$ cat config.mk
export PLATFORM = sky130hd
export DESIGN_NAME = cf_sig_watchdog
export DESIGN_NICKNAME = d
export VERILOG_FILES = /design/src/rtl/cf_sig_watchdog.sv
export SDC_FILE = /design/constraint.sdc
export NUM_CORES = 1
export LEC_CHECK = 0
export BUFFER_PORTS_ARGS = -buffer_cell sky130_fd_sc_hd__buf_2
export CORE_UTILIZATION = 57
export CTS_CLUSTER_SIZE = 8
export DETAILED_ROUTE_END_ITERATION = 16
export PLACE_DENSITY = 0.9
export SLEW_MARGIN = 10
export SYNTH_ARGS = -nofsm -noshare
export SYNTH_HDL_FRONTEND = slang
export SYNTH_SLANG_ARGS = --single-unit
$ cat constraint.sdc
create_clock -name clk -period 3.2 [get_ports clk]
set_input_delay 0.32 -clock clk [delete_from_list [all_inputs] [get_ports clk]]
set_output_delay 0.32 -clock clk [all_outputs]
set_load 0.03 [all_outputs]
$ cat src/rtl/cf_sig_watchdog.sv
module cf_sig_watchdog #(
  parameter int DATA_W = 16,
  parameter int SIG_W = 16,
  parameter logic [DATA_W-1:0] NOP_WORD = '0
) (
  input  logic              clk,
  input  logic              rst_n,
  input  logic              fetch_valid,
  input  logic [1:0]        mem_tag,
  input  logic [DATA_W-1:0] mem_word,
  input  logic              err_clr,
  output logic [DATA_W-1:0] cpu_word,
  output logic              sig_error
);
  localparam logic [1:0] TAG_INSN = 2'b00;
  localparam logic [1:0] TAG_SIG  = 2'b01;

  logic [SIG_W-1:0] acc;
  logic [SIG_W-1:0] word_low;
  logic is_insn, is_sig, is_rsvd, mismatch;

  assign word_low = mem_word[SIG_W-1:0];
  assign is_insn  = fetch_valid && (mem_tag == TAG_INSN);
  assign is_sig   = fetch_valid && (mem_tag == TAG_SIG);
  assign is_rsvd  = fetch_valid && mem_tag[1];
  assign mismatch = is_sig && (word_low != acc);

  assign cpu_word = is_sig ? NOP_WORD : mem_word;

  always_ff @(posedge clk or negedge rst_n) begin
    if (!rst_n)       acc <= '0;
    else if (is_sig)  acc <= '0;
    else if (is_insn) acc <= acc + word_low;
  end

  always_ff @(posedge clk or negedge rst_n) begin
    if (!rst_n)                      sig_error <= 1'b0;
    else if (mismatch || is_rsvd)    sig_error <= 1'b1;
    else if (err_clr)                sig_error <= 1'b0;
  end

  a_r2_pass_through: assert property (@(posedge clk) disable iff (!rst_n)
    fetch_valid && mem_tag == 2'b00 |-> cpu_word == mem_word);

  a_r3_nop_on_sig: assert property (@(posedge clk) disable iff (!rst_n)
    fetch_valid && mem_tag == 2'b01 |-> cpu_word == NOP_WORD);

  a_r6_acc_cleared: assert property (@(posedge clk) disable iff (!rst_n)
    fetch_valid && mem_tag == 2'b01 |=> acc == '0);

  a_r7_reserved_err: assert property (@(posedge clk) disable iff (!rst_n)
    fetch_valid && mem_tag[1] |=> sig_error);

  a_r7_reserved_acc: assert property (@(posedge clk) disable iff (!rst_n)
    fetch_valid && mem_tag[1] |=> $stable(acc));

  a_r8_sticky: assert property (@(posedge clk) disable iff (!rst_n)
    sig_error && !err_clr |=> sig_error);

  a_r9_idle_acc: assert property (@(posedge clk) disable iff (!rst_n)
    !fetch_valid |=> $stable(acc));

  a_r9_idle_err: assert property (@(posedge clk) disable iff (!rst_n)
    !fetch_valid && !err_clr |=> $stable(sig_error));
endmodule

# Word-level counts from Yosys, hierarchy flattened
# Cells that the tools add are included.
# W data, S select, Z words.
[word_totals]
ff_bits = 17
input_bits = 22
out_inout_bits = 17
word_cells = 18
[op_classes]
add_sub_neg = 1
n_eq_ne = 2
muxes = 5
n_reduce_logical = 8
[ops]
columns = ["operator", "count"]
rows = [
  ["$mux W16", 3],
  ["$add A16 B16 Y16", 1],
  ["$ne A16 B16 Y1", 1],
  ["$logic_and A1 B1 Y1", 4],
  ["$reduce_bool A2 Y1", 2],
  ["$eq A2 B1 Y1 const B", 1],
  ["$logic_not A2 Y1", 1],
  ["$mux W1", 2],
  ["$logic_or A1 B1 Y1", 1],
]

# Depth between registers and ports, before layout
[depth]
depth_word = 5
ltp_mapped = 7
mapped_depth_nobuf = 7

# Worst setup path after synthesis
# Ideal clock, no wire load.
[synth_timing]
path_kind = "reg2reg"
start = "register acc[0]"
end = "register acc[10]"
arrival_time_ns = 1.944
required_time_ns = 3.072
slack_ns = 1.128
stages_incl_launch_ff = 8
n_path_buf = 0
period_less_slack_ns = 2.072
path_cell_list = "dfrtp_1 -> ha_1 -> fa_1 -> a21o_2 -> a221oi_4 -> o21ai_2 -> a311oi_1 -> o31ai_1"
[synth_between]
elab_chain_len = 3
[synth_lines]
columns = ["element", "line_no", "text"]
rows = [
  ["from (decl)", "18", "logic [SIG_W-1:0] acc;"],
  ["from (signal assigned)", "33", "else if (is_insn) acc <= acc + word_low;"],
  ["$add A16 B16 Y16", "33", ""],
  ["$mux W16", "33", ""],
  ["$mux W16", "32", "else if (is_sig) acc <= '0;"],
]
# Every way passes these cells. The select of a mux whose other input is x is not followed.
# A chain may end at the register's enable or synchronous reset.

# Worst setup path after layout
# Same ends and word-level chain as after synthesis.

==> results_dict.tcl <==
set metrics [dict create \
    p_leak_nw 0.850 \
    m1WireLength_um 1750 \
    cts_hold_buf 1 \
    synth_edf_count 0 \
    syn_area_um2 1570 \
    synth_nets 223 \
    wirelength_um 3890 \
    grt_pass1_vias 1387 \
    cts_tree "done" \
    clk_path_buf_depth 2 \
    die_h_um 54.6 \
    setup_viol 0 \
    postCtsSetupRepairBufs 0 \
    hold_viol_final 0 \
    io_pins 39 \
    cts_buffers 3 \
    num_vias 1546 \
    final.setup_skew_ns 0.00308 \
    finalPower_mw 1.14 \
    worstMarginPinSlew_ns 0.559 \
    grt_overflow 0 \
    grtUsageTotal 0.295 \
    cp-end-kind "flip-flop" \
    rr_worst_depth 7 \
    fmax_ghz 0.444 \
    yosysSeqAreaShare 0.270 \
    power.density_nw_per_um2 632 \
    antenna_left 0 \
    die_area_um2 2980 \
    area_delta_synth_final_pct 14.7 \
    layout_setup_ws_ns 0.949 \
    ys_warn_count 0 \
    ys_types 48 \
    drive_above_1_share 0.239 \
    highest-signal-layer "met4" \
    final_nets 261 \
    dp_slack_ns 0.881 \
    drv_slew 0 \
    detailed_place_hpwl_um 2960 \
    hold_class "in2reg" \
    wl_met3_um 239 \
    nFillCells 220 \
    portBuffers 38 \
    gp_congestion 0.910 \
    route.detailed.drc 0 \
    clk_pin_slew_worst_paths_ns 0.11 \
    num_rows 18 \
    start_util 0.618 \
    clk-insertion-delay-late_ns 0.30 \
    cts.sinks 17 \
    dr.pass1.iters 4 \
    worstSetupStartpointType "flip-flop" \
    cp_max_fo 3 \
    grt_pass1_wl_um 6130 \
    met2_length_um 1890 \
    synthArstFlopShare 1.00 \
    fin_crit_ns 2.25 \
    path_class "reg2reg" \
    vdd_drop_max_uv 477 \
    max_slew_margin 0.626 \
    grt_antenna_before_repair 0 \
    fin_util 0.709 \
    drt_iter0_markers 42 \
    cts_htree_levels 1 \
    rsz0062_at_grt "no" \
    vias_per_cell 6.13 \
    fin_crit_sh 0.704 \
    status "completed" \
    n_antenna_cell 0 \
    wl_per_cell_um 15.4 \
    syn-instance-count 185 \
    ys_ff_latch 17 \
    grt_max_degree 24 \
    cp.arrival_ns 2.44 \
    cts_resized 0 \
    hold_depth 2 \
    required_ns 3.39 \
    maxCapViolations 0 \
    ys_dominant_reg_cell "dfrtp_1" \
    avgSynthCellArea_um2 8.51 \
    core-area_um2 2540 \
    fin_setup_tns_ns 0 \
    die_w_um 54.6 \
    root_buffer "clkbuf_4" \
]
[final timing paths]
check	start	to	slack, ns
worst max-delay path	acc[0]	acc[10]	0.95
worst min-delay path	err_clr	sig_error	0.19
worst max register to register	acc[0]	acc[10]	0.95
worst min register to register	acc[5]	acc[5]	0.50
max in group asynchronous	rst_n	acc[5]	2.45
min in group asynchronous	rst_n	acc[9]	0.46
[area by class of cell]
| class | count | area [um2] | share of cell area |
|---|---|---|---|
| Multi-Input combinational cell | 155 | 1080 | 0.599 |
| Inverter | 5 | 18.8 | 0.0104 |
| Tap cell | 30 | 37.5 | 0.0208 |
| Timing Repair Buffer | 41 | 215 | 0.119 |
| Clock buffer | 4 | 26.3 | 0.0146 |
| Sequential cell | 17 | 425 | 0.236 |
[flip-flops by register name, summed over array words and instances (netlist names)]
signal     flops
acc           16
sig_error      1
[worst max-delay path: stages, from the launching register on]
cell and delay (ns):
dfrtp_1 0.40, ha_1 0.20, fa_1 0.41, a21o_2 0.26
a221oi_4 0.32, o21ai_2 0.13, a311oi_1 0.29, o31ai_1 0.12
[synth_stat cells, types with 3 or more instances]
cell / n / area [um2]
nand2_1: 21 / 78.8
dfrtp_1: 17 / 425
and2_1: 16 / 100
ha_1: 15 / 188
o21ai_0: 13 / 65.1
a21oi_1: 12 / 60.1
nor2_1: 9 / 33.8
nand3_1: 6 / 30.0
inv_1: 5 / 18.8
clkbuf_1: 4 / 15.0
nor4_1: 4 / 25.0
xnor2_1: 4 / 35.0
xor2_1: 4 / 35.0
a21o_1: 3 / 22.5
nand2b_1: 3 / 18.8
o211ai_1: 3 / 22.5
o21a_1: 3 / 22.5
[power breakdown]
group,internal (mW),switching (mW)
combinational,0.280,0.413
sequential,0.280,0.0422
clock,0.0486,0.0780
[cell families (layout without fill, tap and decap cells)]
group	Yosys count	count (layout)	share of synthesized area
muxes	1	1	0.00636
AOI/OAI and AO/OA	57	57	0.259
xor gates and xnor gates	8	8	0.0445
and+or+nand+nor	73	73	0.246
DFF	17	17	0.270
buffers and inverters	13	50	0.0421
adders and majority gates	16	16	0.132
[placed cells by master, fill, tap and decap left out, types with 4 or more instances in the layout]
cell type | Yosys | final
xnor2_1 | 4 | 4
and2_1 | 16 | 16
buf_2 | 2 | 38
nand2_1 | 21 | 21
nor2_1 | 9 | 9
xor2_1 | 4 | 4
nor4_1 | 4 | 4
ha_1 | 15 | 15
o21ai_0 | 13 | 13
a21oi_1 | 12 | 12
dfrtp_1 | 17 | 17
inv_1 | 5 | 5
nand3_1 | 6 | 6
[routing by layer]
layer | GRT usage | up-vias
met4 | 0.0769 | 0
met1 | 0.375 | 731
met5 | 0 | -
met3 | 0.0583 | 2
met2 | 0.506 | 59
li1 | - | 754
[per-stage QoR]
step | hold WS (ns) | cells | instance area (um2)
floorplan | 0.0244 | 185 | 1570
global placement | 0.268 | 247 | 1770
detailed placement | 0.276 | 247 | 1770
CTS | 0.196 | 252 | 1810
global route | 0.198 | 252 | 1810
finish | 0.193 | 252 | 1810
No activity file was read; power rests on OpenSTA's default activity.
